[config.mk]
export PLATFORM = sky130hd
export DESIGN_NAME = dma_cpu_regs
export DESIGN_NICKNAME = d
export VERILOG_FILES = /design/src/rtl/dma_cpu_regs_pkg.sv /design/src/rtl/dma_cpu_regs_decode.sv /design/src/rtl/dma_cpu_regs_chan.sv /design/src/rtl/dma_cpu_regs_ctrl.sv /design/src/rtl/dma_cpu_regs.sv
export SDC_FILE = /design/constraint.sdc
export NUM_CORES = 1
export LEC_CHECK = 0
export ABC_AREA = 1
export BUFFER_PORTS_ARGS = -buffer_cell sky130_fd_sc_hd__buf_2
export CAP_MARGIN = 20
export CORE_MARGIN = 1.5
export CORE_UTILIZATION = 35
export DETAILED_ROUTE_END_ITERATION = 10
export PLACE_DENSITY_LB_ADDON = 0.12
export SYNTH_ARGS = -nofsm -noshare
export SYNTH_HDL_FRONTEND = slang
export SYNTH_SLANG_ARGS = --single-unit
[constraint.sdc]
create_clock -name clk -period 2.7 [get_ports clk]
set_clock_uncertainty 0.1 [all_clocks]
set_input_delay 0.405 -clock clk [delete_from_list [all_inputs] [get_ports clk]]
set_output_delay 0.405 -clock clk [all_outputs]
set_load 0.01 [all_outputs]
[src/rtl/dma_cpu_regs_pkg.sv]
package dma_cpu_regs_pkg;

  typedef enum logic [1:0] {
    XM_DEMAND  = 2'b00,
    XM_SINGLE  = 2'b01,
    XM_BLOCK   = 2'b10,
    XM_CASCADE = 2'b11
  } xfer_mode_e;

  // Offsets of control slots above the channel slots
  localparam int unsigned CTL_CMD    = 0;
  localparam int unsigned CTL_REQ    = 1;
  localparam int unsigned CTL_MSK1   = 2;
  localparam int unsigned CTL_MODE   = 3;
  localparam int unsigned CTL_CLRBP  = 4;
  localparam int unsigned CTL_MCLR   = 5;
  localparam int unsigned CTL_MSKALL = 7;

  typedef struct packed {
    logic cmd;
    logic req;
    logic msk1;
    logic mode;
    logic clrbp;
    logic mclr;
    logic mskall;
  } ctl_hit_t;

endpackage

[src/rtl/dma_cpu_regs_decode.sv]
module dma_cpu_regs_decode
  import dma_cpu_regs_pkg::*;
#(
  parameter int NCH = 4,
  parameter int AW  = 4,
  localparam int CHW = $clog2(NCH)
) (
  input  logic           clk,
  input  logic           rst,
  input  logic           cs_n,
  input  logic           rd_n,
  input  logic           wr_n,
  input  logic [AW-1:0]  addr,
  input  logic           prog_ok,
  output logic           wr_acc,
  output logic           rd_acc,
  output logic           slot_hit,
  output logic [CHW-1:0] slot_ch,
  output logic           slot_cnt,
  output ctl_hit_t       ctl
);

  localparam logic [AW-1:0] SLOTS = AW'(2 * NCH);

  logic          wr_act, rd_act;
  logic          wr_act_q, rd_act_q;
  logic [AW-1:0] offs;

  assign wr_act = ~cs_n & ~wr_n;
  assign rd_act = ~cs_n & ~rd_n & wr_n;

  always_ff @(posedge clk) begin
    if (rst) begin
      wr_act_q <= 1'b0;
      rd_act_q <= 1'b0;
    end else begin
      wr_act_q <= wr_act;
      rd_act_q <= rd_act;
    end
  end

  assign wr_acc = wr_act & ~wr_act_q & prog_ok;
  assign rd_acc = rd_act & ~rd_act_q;

  assign slot_hit = (addr < SLOTS);
  assign slot_ch  = addr[CHW:1];
  assign slot_cnt = addr[0];
  assign offs     = addr - SLOTS;

  always_comb begin
    ctl        = '0;
    ctl.cmd    = ~slot_hit & (offs == AW'(CTL_CMD));
    ctl.req    = ~slot_hit & (offs == AW'(CTL_REQ));
    ctl.msk1   = ~slot_hit & (offs == AW'(CTL_MSK1));
    ctl.mode   = ~slot_hit & (offs == AW'(CTL_MODE));
    ctl.clrbp  = ~slot_hit & (offs == AW'(CTL_CLRBP));
    ctl.mclr   = ~slot_hit & (offs == AW'(CTL_MCLR));
    ctl.mskall = ~slot_hit & (offs == AW'(CTL_MSKALL));
  end

  // a held strobe yields a single access
  a_r1_wr_single: assert property (@(posedge clk) disable iff (rst)
    wr_acc |=> !wr_acc);
  a_r1_rd_single: assert property (@(posedge clk) disable iff (rst)
    rd_acc |=> !rd_acc);

endmodule

[src/rtl/dma_cpu_regs_chan.sv]
module dma_cpu_regs_chan #(
  parameter int DW = 8,
  localparam int RW = 2 * DW
) (
  input  logic          clk,
  input  logic          rst,
  input  logic          prog_ok,
  input  logic          wr_a,
  input  logic          wr_c,
  input  logic          hi,
  input  logic [DW-1:0] wdata,
  input  logic          ld,
  input  logic [RW-1:0] ld_addr,
  input  logic [RW-1:0] ld_cnt,
  output logic [RW-1:0] base_a,
  output logic [RW-1:0] cur_a,
  output logic [RW-1:0] base_c,
  output logic [RW-1:0] cur_c
);

  always_ff @(posedge clk) begin
    if (rst) begin
      base_a <= '0;
      cur_a  <= '0;
    end else if (wr_a) begin
      if (hi) begin
        base_a[RW-1:DW] <= wdata;
        cur_a[RW-1:DW]  <= wdata;
      end else begin
        base_a[DW-1:0]  <= wdata;
        cur_a[DW-1:0]   <= wdata;
      end
    end else if (ld) begin
      cur_a <= ld_addr;
    end
  end

  always_ff @(posedge clk) begin
    if (rst) begin
      base_c <= '0;
      cur_c  <= '0;
    end else if (wr_c) begin
      if (hi) begin
        base_c[RW-1:DW] <= wdata;
        cur_c[RW-1:DW]  <= wdata;
      end else begin
        base_c[DW-1:0]  <= wdata;
        cur_c[DW-1:0]   <= wdata;
      end
    end else if (ld) begin
      cur_c <= ld_cnt;
    end
  end

  // start copies only change when programming is allowed
  a_r5_base_a_locked: assert property (@(posedge clk) disable iff (rst)
    !$stable(base_a) |-> $past(prog_ok));
  a_r5_base_c_locked: assert property (@(posedge clk) disable iff (rst)
    !$stable(base_c) |-> $past(prog_ok));
  // written byte lands in both copies
  a_r3_cur_lo_match: assert property (@(posedge clk) disable iff (rst)
    (wr_a && !hi) |=> cur_a[DW-1:0] == base_a[DW-1:0]);
  a_r3_cur_hi_match: assert property (@(posedge clk) disable iff (rst)
    (wr_c && hi) |=> cur_c[RW-1:DW] == base_c[RW-1:DW]);
  // an engine load leaves the start copy alone
  a_r11_ld_keeps_base: assert property (@(posedge clk) disable iff (rst)
    (ld && !wr_a) |=> $stable(base_a));

endmodule

[src/rtl/dma_cpu_regs_ctrl.sv]
module dma_cpu_regs_ctrl
  import dma_cpu_regs_pkg::*;
#(
  parameter int NCH = 4,
  parameter int DW  = 8,
  localparam int CHW = $clog2(NCH)
) (
  input  logic              clk,
  input  logic              rst,
  input  logic              wr_acc,
  input  ctl_hit_t          ctl,
  input  logic [DW-1:0]     wdata,
  input  logic              wide_acc,
  output logic [DW-1:0]     cmd,
  output logic [NCH*DW-1:0] mode_flat,
  output logic [NCH-1:0]    mask,
  output logic [NCH-1:0]    sreq,
  output logic [NCH-1:0]    mode_bad,
  output logic              bptr
);

  logic [DW-1:0]  mode_q [NCH];
  logic [CHW-1:0] wsel;
  logic           wop;
  logic           sel_block;

  assign wsel      = wdata[CHW-1:0];
  assign wop       = wdata[CHW];
  assign sel_block = (mode_q[wsel][DW-1 -: 2] == XM_BLOCK);

  always_ff @(posedge clk) begin
    if (rst) begin
      cmd <= '0;
    end else if (wr_acc && ctl.mclr) begin
      cmd <= '0;
    end else if (wr_acc && ctl.cmd) begin
      cmd <= wdata;
    end
  end

  always_ff @(posedge clk) begin
    if (rst) begin
      mask <= '1;
    end else if (wr_acc && ctl.mclr) begin
      mask <= '1;
    end else if (wr_acc && ctl.mskall) begin
      mask <= wdata[NCH-1:0];
    end else if (wr_acc && ctl.msk1) begin
      mask[wsel] <= wop;
    end
  end

  always_ff @(posedge clk) begin
    if (rst) begin
      sreq <= '0;
    end else if (wr_acc && ctl.mclr) begin
      sreq <= '0;
    end else if (wr_acc && ctl.req) begin
      if (!wop) begin
        sreq[wsel] <= 1'b0;
      end else if (sel_block) begin
        sreq[wsel] <= 1'b1;
      end
    end
  end

  always_ff @(posedge clk) begin
    if (rst) begin
      bptr <= 1'b0;
    end else if (wr_acc && (ctl.clrbp || ctl.mclr)) begin
      bptr <= 1'b0;
    end else if (wide_acc) begin
      bptr <= ~bptr;
    end
  end

  for (genvar i = 0; i < NCH; i++) begin : g_mode
    always_ff @(posedge clk) begin
      if (rst) begin
        mode_q[i] <= '0;
      end else if (wr_acc && ctl.mode && (wsel == CHW'(i))) begin
        mode_q[i] <= wdata;
      end
    end
    assign mode_flat[i*DW +: DW] = mode_q[i];
    assign mode_bad[i] = (mode_q[i][DW-1 -: 2] == XM_CASCADE);

    // a request bit can only rise on a block-mode channel
    a_r8_req_block: assert property (@(posedge clk) disable iff (rst)
      (!$past(sreq[i]) && sreq[i]) |-> $past(mode_q[i][DW-1 -: 2]) == XM_BLOCK);
  end

  // master clear masks every channel and drops requests
  a_r6_mclr_masks: assert property (@(posedge clk) disable iff (rst)
    (wr_acc && ctl.mclr) |=> (&mask) && (sreq == '0));
  // pointer toggles on each channel-slot access
  a_r4_ptr_toggle: assert property (@(posedge clk) disable iff (rst)
    wide_acc |=> bptr != $past(bptr));
  // pointer clear
  a_r4_ptr_clear: assert property (@(posedge clk) disable iff (rst)
    (wr_acc && ctl.clrbp) |=> !bptr);
  // a cascade write raises the illegal flag
  a_r7_cascade_flag: assert property (@(posedge clk) disable iff (rst)
    (wr_acc && ctl.mode && wdata[DW-1 -: 2] == XM_CASCADE) |=> (|mode_bad));

endmodule

[src/rtl/dma_cpu_regs.sv]
module dma_cpu_regs
  import dma_cpu_regs_pkg::*;
#(
  parameter int NCH = 4,
  parameter int DW  = 8,
  localparam int RW  = 2 * DW,
  localparam int AW  = $clog2(2 * NCH) + 1,
  localparam int CHW = $clog2(NCH)
) (
  input  logic              clk,
  input  logic              rst,
  input  logic              cs_n,
  input  logic              rd_n,
  input  logic              wr_n,
  input  logic [AW-1:0]     addr_i,
  input  logic [DW-1:0]     wdata_i,
  input  logic              prog_ok_i,
  input  logic [NCH-1:0]    cur_ld_i,
  input  logic [RW-1:0]     cur_addr_i,
  input  logic [RW-1:0]     cur_cnt_i,
  output logic [DW-1:0]     rdata_o,
  output logic [NCH*RW-1:0] base_addr_o,
  output logic [NCH*RW-1:0] cur_addr_o,
  output logic [NCH*RW-1:0] base_cnt_o,
  output logic [NCH*RW-1:0] cur_cnt_o,
  output logic [DW-1:0]     cmd_o,
  output logic [NCH*DW-1:0] mode_o,
  output logic [NCH-1:0]    mask_o,
  output logic [NCH-1:0]    sreq_o,
  output logic [NCH-1:0]    mode_bad_o
);

  logic           wr_acc, rd_acc, slot_hit, slot_cnt, wide_acc, bptr;
  logic [CHW-1:0] slot_ch;
  ctl_hit_t       ctl;
  logic [RW-1:0]  cur_a_w [NCH];
  logic [RW-1:0]  cur_c_w [NCH];
  logic [RW-1:0]  word;
  logic [DW-1:0]  rd_mux;
  logic           rd_void;

  dma_cpu_regs_decode #(.NCH(NCH), .AW(AW)) u_dec (
    .clk      (clk),
    .rst      (rst),
    .cs_n     (cs_n),
    .rd_n     (rd_n),
    .wr_n     (wr_n),
    .addr     (addr_i),
    .prog_ok  (prog_ok_i),
    .wr_acc   (wr_acc),
    .rd_acc   (rd_acc),
    .slot_hit (slot_hit),
    .slot_ch  (slot_ch),
    .slot_cnt (slot_cnt),
    .ctl      (ctl)
  );

  assign wide_acc = (wr_acc | rd_acc) & slot_hit;

  dma_cpu_regs_ctrl #(.NCH(NCH), .DW(DW)) u_ctl (
    .clk       (clk),
    .rst       (rst),
    .wr_acc    (wr_acc),
    .ctl       (ctl),
    .wdata     (wdata_i),
    .wide_acc  (wide_acc),
    .cmd       (cmd_o),
    .mode_flat (mode_o),
    .mask      (mask_o),
    .sreq      (sreq_o),
    .mode_bad  (mode_bad_o),
    .bptr      (bptr)
  );

  for (genvar i = 0; i < NCH; i++) begin : g_ch
    logic hit_i;
    assign hit_i = wr_acc & slot_hit & (slot_ch == CHW'(i));

    dma_cpu_regs_chan #(.DW(DW)) u_chan (
      .clk     (clk),
      .rst     (rst),
      .prog_ok (prog_ok_i),
      .wr_a    (hit_i & ~slot_cnt),
      .wr_c    (hit_i & slot_cnt),
      .hi      (bptr),
      .wdata   (wdata_i),
      .ld      (cur_ld_i[i]),
      .ld_addr (cur_addr_i),
      .ld_cnt  (cur_cnt_i),
      .base_a  (base_addr_o[i*RW +: RW]),
      .cur_a   (cur_a_w[i]),
      .base_c  (base_cnt_o[i*RW +: RW]),
      .cur_c   (cur_c_w[i])
    );

    assign cur_addr_o[i*RW +: RW] = cur_a_w[i];
    assign cur_cnt_o[i*RW +: RW]  = cur_c_w[i];
  end

  always_comb begin
    word   = slot_cnt ? cur_c_w[slot_ch] : cur_a_w[slot_ch];
    rd_mux = '0;
    if (slot_hit) begin
      rd_mux = bptr ? word[RW-1:DW] : word[DW-1:0];
    end else if (ctl.cmd) begin
      rd_mux = cmd_o;
    end else if (ctl.req) begin
      rd_mux = DW'(sreq_o);
    end else if (ctl.msk1) begin
      rd_mux = DW'(mask_o);
    end
  end

  always_ff @(posedge clk) begin
    if (rst) begin
      rdata_o <= '0;
    end else if (rd_acc) begin
      rdata_o <= rd_mux;
    end
  end

  assign rd_void = rd_acc & ~slot_hit & ~ctl.cmd & ~ctl.req & ~ctl.msk1;

  // unmapped reads return zero, and data holds between reads
  a_r10_void_zero: assert property (@(posedge clk) disable iff (rst)
    rd_void |=> rdata_o == '0);
  a_r10_hold: assert property (@(posedge clk) disable iff (rst)
    !rd_acc |=> $stable(rdata_o));
  // a mask read reflects the mask bits
  a_r10_mask_read: assert property (@(posedge clk) disable iff (rst)
    (rd_acc && ctl.msk1) |=> rdata_o == DW'($past(mask_o)));

endmodule

* Word level (Yosys, flattened, before mapping) *
Memory sizes are Yosys's and may differ from the RTL's.
Index checks and enable logic that the tools add are counted.

operators by class
  add/subtract/negate cells = 1
  magnitude comparators = 4
  equal/unequal tests = 34
  mux-type cells = 55
  bitwise logic cells = 44
  reduce and logical (&&, ||, !) cells = 60

operators by type and width
  operator            number
  $mux 16             21
  $mux 8              9
  $reduce_and 2->1    33
  $bmux 16 s2         2
  $ne 2x2->1 const B  16
  $and 1x1->1         27
  $mux 4              6
  $eq 2x2->1 const B  9
  $reduce_bool 2->1   9
  $mux 1              15
  $eq 4x3->1 const B  3
  $logic_and 1x1->1   12
  $eq 4x2->1 const B  2
  $not 1->1           8
  $or 1x1->1          5
  $and 4x4->4         1
  $bwmux 4            1
  $eq 2x1->1 const B  2
  $eq 4x1->1 const B  1
  $logic_not 2->1     2
  $logic_not 4->1     1
  $lt 4x4->1 const B  1
  $not 4->4           1
  $or 4x4->4          1
  other kinds (9)     10

word-level totals
  bits in registers = 283
  RAM bits = 32
  input bits = 54
  output and inout bits = 316
  word-level logic and storage cells = 238
  memories kept = 1

memory list
  name          depth  width  rd ports  clocked after memory_dff  write ports  RTL line                 source
  u_ctl.mode_q  4      8      5         0                         4            dma_cpu_regs_ctrl.sv:22  logic [DW-1:0] mode_q [NCH];

* Depth between registers and ports, before layout *
  depth in word-level cells = 10
  gate-level depth with buffers = 12
  gate-level depth less buffers = 11

* Cells and area by module *
Synthesis repeated with hierarchy kept, for this count alone.

unflattened totals
  cells, all modules = 2346
  area, all modules = 15436.1 um^2

modules (own cells, without submodules)
  module               times used  cells each  area an instance (um^2)  seq. area each (um^2)
  dma_cpu_regs_chan    4           439         2882.8                   1281.2
  dma_cpu_regs_ctrl    1           195         1980.6                   1301.2
  dma_cpu_regs         1           364         1761.7                   160.2
  dma_cpu_regs_decode  1           31          162.7                    40.0

* Least setup slack after synthesis *
No wires, ideal clock.

  path kind = input to register
  from = in wr_n
  to = reg g_ch[0].u_chan.base_c[7]
  library setup time = 116 ps
  arrival = 1628 ps
  data required time = 2484 ps
  slack = 856 ps
  cell stages on the path = 10
  path buffers = 2
  cells stage by stage = inv_1 -> nand2_1 -> nor2_4 -> nand2_4 -> buf_6 -> nor3_4 -> nand2_4 -> buf_6 -> o21ai_0 -> nor2_1

between the ends
  word-level cells in the longest chain between the ends = 8

RTL lines
  element                          RTL line                   source
  from (decl)                      dma_cpu_regs.sv:14         input logic wr_n,
  $not 1->1                        dma_cpu_regs_decode.sv:29  assign wr_act = ~cs_n & ~wr_n;
  $and 1x1->1                      dma_cpu_regs_decode.sv:29
  $and 1x1->1 (2 in a row)         dma_cpu_regs_decode.sv:42  assign wr_acc = wr_act & ~wr_act_q & prog_ok;
  $and 1x1->1 (2 in a row)         dma_cpu_regs.sv:77         assign hit_i = wr_acc & slot_hit & (slot_ch == CHW'(i));
  $and 1x1->1                      dma_cpu_regs.sv:84         .wr_c (hit_i & slot_cnt),
  $reduce_and 2->1 (no line)       --
  to (signal, indexed assignment)  dma_cpu_regs_chan.sv:44    base_c[RW-1:DW] <= wdata;
  to (signal, indexed assignment)  dma_cpu_regs_chan.sv:47    base_c[DW-1:0] <= wdata;
  to (decl)                        dma_cpu_regs_chan.sv:17    output logic [RW-1:0] base_c,

No other way between the ends.
A chain may end at the register's enable or synchronous reset.

* Worst setup path after layout *
  from = reg u_dec.wr_act_q
  to = reg g_ch[1].u_chan.base_a[15]

between the ends
  word-level cells in the longest chain between the ends = 7

RTL lines
  element                          RTL line                   source
  from (decl)                      dma_cpu_regs_decode.sv:26  logic wr_act_q, rd_act_q;
  from (signal assigned)           dma_cpu_regs_decode.sv:37  wr_act_q <= wr_act;
  $not 1->1                        dma_cpu_regs_decode.sv:42
  $and 1x1->1 (2 in a row)         dma_cpu_regs_decode.sv:42
  $and 1x1->1 (2 in a row)         dma_cpu_regs.sv:77
  $and 1x1->1                      dma_cpu_regs.sv:83         .wr_a (hit_i & ~slot_cnt),
  $reduce_and 2->1 (no line)       --
  to (signal, indexed assignment)  dma_cpu_regs_chan.sv:27    base_a[RW-1:DW] <= wdata;
  to (signal, indexed assignment)  dma_cpu_regs_chan.sv:30    base_a[DW-1:0] <= wdata;
  to (decl)                        dma_cpu_regs_chan.sv:15    output logic [RW-1:0] base_a,

No other way between the ends.

==> implementation parameters <==
Parameter                              Value

Drt
  Vias after detailed routing    between 15k and 20k
  Count of TritonRoute iterations in the first routing pass    5
  DRC violation count after routing    0
  Routed wire length    63000 um
  Per-cell routed wire length    20.3 um
  Initial detailed-routing violation count    1440
  Antenna Nets Post-Route    0
  Per-cell via count in the routed design    about 5.1

Power and ir drop
  Internal power consumption    roughly 8.6 mW
  Net switching power    3.27 mW
  Peak supply drop    0.356 mV
  Net Sw Frac    0.276
  Clock power frac    0.451
  Leakage power summed over all cells    9.14 nW
  Portion of total power attributed to combinational logic    0.123
  Total design power    around 12 mW
  Share of power burned in registers    0.426
  Total power divided by cell area    633 nW/um^2

STA
  Post-route clock period utilization    0.852
  Unrepaired setup endpoints after global routing    false
  FMAX    approximately 0.43 GHz
  Actual transition at the worst max-transition pin    0.880 ns
  Crit path time final    2.30 ns
  Number of setup violations in the final report    0
  Slew headroom    0.414
  Setup_tns    0 ns
  Max Slew Vio Count    0
  Count of endpoints failing hold in the final timing report    0

GRT
  GRT Overall Usage    0.278
  Maximum number of pins on one net before global-route repair    104
  Overflow left after global routing    0
  First-pass GRT wire length    92100 um
  Number of antenna violations at the first check in global routing    2
  Vias in the first global route    14.7k

Clock tree
  Max Buffers Root-to-Sink    3
  Clock tree from TritonCTS    done
  Clock transition at the register clock pins on the worst setup and hold paths after CTS    0.06 ns
  Maximum level of the CTS H-tree    2
  Post-cts resize count    0
  Source-to-sink clock delay at the later pin of the worst-skew pair    0.56 ns
  Post-CTS Setup Repair Bufs    0
  Num CTS Buffers    38
  Root Driver    sky130_fd_sc_hd__clkbuf_16
  Cts-stage hold buffer count    0
  Sink Count    approximately 320

Die
  Area of the core    42200 um^2
  Die height    210 um
  Num rows    75
  Total Die Area    ~44000 um^2
  Horizontal extent of the die    210 um
  Number of primary I/O pins    370
  Starting utilization of the core area    0.356

Synth
  Cells after Synth    2205
  Average cell area after synthesis    6.83 um^2
  Number of flip-flops and latches in the synthesized netlist    315
  Portion of the post-synthesis area used by sequential elements    0.440
  Unique masters post-synth    31
  Post-synth design cell area    15100 um^2
  Area contributors post-synth    sky130_fd_sc_hd__dfxtp_1 38%, sky130_fd_sc_hd__nor2_1 14%, sky130_fd_sc_hd__nand2_1 13%, sky130_fd_sc_hd__o21ai_0 9.6%, sky130_fd_sc_hd__edfxtp_1 6.4%
  Share of the synthesized area in the top cell type    0.376
  Number of enable-type register cells in the synthesized netlist    32
  Library cell occupying the most area in the post-synthesis netlist    sky130_fd_sc_hd__dfxtp_1
  Count of warnings emitted by yosys    0
  Primary flip-flop cell chosen by synthesis mapping    sky130_fd_sc_hd__dfxtp_1
  Ys async rst share    0

Critical path
  Crit Path Category    register to register
  Largest incremental delay on the critical path    approximately 0.34 ns
  Required time at the worst-slack endpoint    3.09 ns
  Top Family by Delay on Critical Path    simple AND/OR/NAND/NOR gates
  Nature of the critical path endpoint    register
  Launching element type of the critical path    register
  Highest fanout seen on the critical path    18
  Crit-path slowest cell    sky130_fd_sc_hd__nand2_2
  Crit path buf inv count    2
  Crit path cell chain    inv_1, nand2_1, nor2_4, nand2_4, nor3_4, nand2_2, inv_1, nor2_1, nor2_1
  Data arrival at the endpoint of the critical path    2.69 ns

Layout
  Number of nets in the finished design    2597
  Diodes inserted    0
  Area occupied by multi-input gates    between 7000 and 8000 um^2
  Fill cells    4472
  Fraction of layout instances using a drive strength above 1    0.202
  Sequential cell area in the final layout    6630 um^2
  Layout overhead on the synthesized area    24.2%

Status
  Outcome    finished, final reports clean

Worst hold path
  Worst hold path type    input pin to register

Placement
  Gp weighted congestion    1.02
  Number of port buffers    369
  Detailed Place HPWL    45900 um

Flow run
  Number of max-capacitance violations reported    0
-- kinds of logic (layout without fill, tap and decap cells) --
family,after synthesis,in the layout,synth area share
and+or+nand+nor,1320,1320,0.378
other,1,4,0.000249
AOI/OAI and AO/OA,322,322,0.109
buffers and inverters,247,611,0.0718
DFF,315,315,0.440
-- cell usage after synthesis, types with 2 or more instances --
library cell                  n
sky130_fd_sc_hd__nor2_1     570
sky130_fd_sc_hd__nand2_1    519
sky130_fd_sc_hd__o21ai_0    288
sky130_fd_sc_hd__dfxtp_1    283
sky130_fd_sc_hd__inv_1      113
sky130_fd_sc_hd__nand3b_1   112
sky130_fd_sc_hd__nand3_1     84
sky130_fd_sc_hd__clkbuf_1    57
sky130_fd_sc_hd__buf_2       37
sky130_fd_sc_hd__edfxtp_1    32
sky130_fd_sc_hd__a21oi_1     22
sky130_fd_sc_hd__buf_1       15
sky130_fd_sc_hd__nand2_2     13
sky130_fd_sc_hd__buf_6       12
sky130_fd_sc_hd__nor3_4       8
sky130_fd_sc_hd__a22oi_1      6
sky130_fd_sc_hd__inv_2        6
sky130_fd_sc_hd__nand2_4      5
sky130_fd_sc_hd__buf_4        4
sky130_fd_sc_hd__nand4_1      4
sky130_fd_sc_hd__o2111ai_1    3
sky130_fd_sc_hd__clkbuf_2     2
sky130_fd_sc_hd__nor2_4       2
-- registers in the layout (all words and copies together), names as in the netlist, named ones only --
| register | cells |
|---|---|
| u_ctl.bptr | 1 |
| g_ch.u_chan.base_a | 64 |
| u_ctl.mask | 4 |
| u_dec.wr_act_q | 1 |
| g_ch.u_chan.cur_c | 64 |
| g_ch.u_chan.base_c | 64 |
| u_dec.rd_act_q | 1 |
| rdata_o | 8 |
| u_ctl.mode_q | 32 |
| g_ch.u_chan.cur_a | 64 |
| u_ctl.cmd | 8 |
-- worst paths after layout --
kind	from	end	slack, ns	depth (start not counted)
worst min register to register	g_ch[2].u_chan.base_c[1]	g_ch[2].u_chan.base_c[1]	0.38	2
worst max register to register	u_dec.wr_act_q	g_ch[1].u_chan.base_a[15]	0.40	9
worst max-delay path	u_dec.wr_act_q	g_ch[1].u_chan.base_a[15]	0.40	9
worst min-delay path	rd_n	u_dec.rd_act_q	0.04	4
-- area by class of cell --
cell class                      count  share of cell area
Timing Repair Buffer              422               0.122
Inverter                          120              0.0244
Tap cell                          539              0.0361
Multi-Input combinational cell   1646               0.394
Clock inverter                     12             0.00864
Sequential cell                   315               0.355
Clock buffer                       57              0.0606
-- metrics by stage --
| stage | utilization | worst slack, ns | cells | cell area, um^2 | hold WS [ns] |
|---|---|---|---|---|---|
| floorplan | - | 0.856 | 2208 | 15100 | 0.378 |
| global placement | 0.412 | 0.217 | 3042 | 17400 | 0.358 |
| detailed placement | 0.412 | 0.208 | 3042 | 17400 | 0.367 |
| CTS | 0.443 | 0.412 | 3111 | 18700 | 0.0240 |
| global route | 0.443 | 0.115 | 3111 | 18700 | 0.0650 |
| finish | 0.443 | 0.399 | 3111 | 18700 | 0.0365 |
-- routing by layer --
layer / GRT usage / routed length [um] / share of wire
met5: 0 / 0 / 0
met4: 0.120 / 2600 / 0.041
met3: 0.0568 / 5150 / 0.082
met2: 0.432 / 27600 / 0.44
met1: 0.376 / 27600 / 0.44
-- worst min-delay path: stages --
cell	delay [ns]
sky130_fd_sc_hd__buf_2	0.08
sky130_fd_sc_hd__inv_1	0.03
sky130_fd_sc_hd__nand3_1	0.10
sky130_fd_sc_hd__nor2_1	0.04
-- placed cells by master (no fill, tap or decap), types with 6 or more instances in the layout --
cell type,instances
sky130_fd_sc_hd__nor2_1,570
sky130_fd_sc_hd__nand2_1,519
sky130_fd_sc_hd__buf_2,369
sky130_fd_sc_hd__o21ai_0,288
sky130_fd_sc_hd__dfxtp_1,283
sky130_fd_sc_hd__inv_1,112
sky130_fd_sc_hd__nand3b_1,112
sky130_fd_sc_hd__nand3_1,84
sky130_fd_sc_hd__buf_4,50
sky130_fd_sc_hd__clkbuf_16,38
sky130_fd_sc_hd__edfxtp_1,32
sky130_fd_sc_hd__a21oi_1,22
sky130_fd_sc_hd__nand2_2,13
sky130_fd_sc_hd__clkbuf_8,11
sky130_fd_sc_hd__nor3_4,8
sky130_fd_sc_hd__clkbuf_1,8
sky130_fd_sc_hd__inv_2,6
sky130_fd_sc_hd__a22oi_1,6
-- power by group through the flow --
stage	combinational, mW	sequential (mW)	clock [mW]
3_5_place_dp	1.44	5.14	0
3_3_place_gp	1.43	5.14	0
6_report	1.46	5.04	5.34
5_1_grt	1.59	5.06	5.62
2_1_floorplan	0.768	5.16	0
4_1_cts	1.44	5.04	5.41
Note: power is estimated with default switching activity, not from simulation.
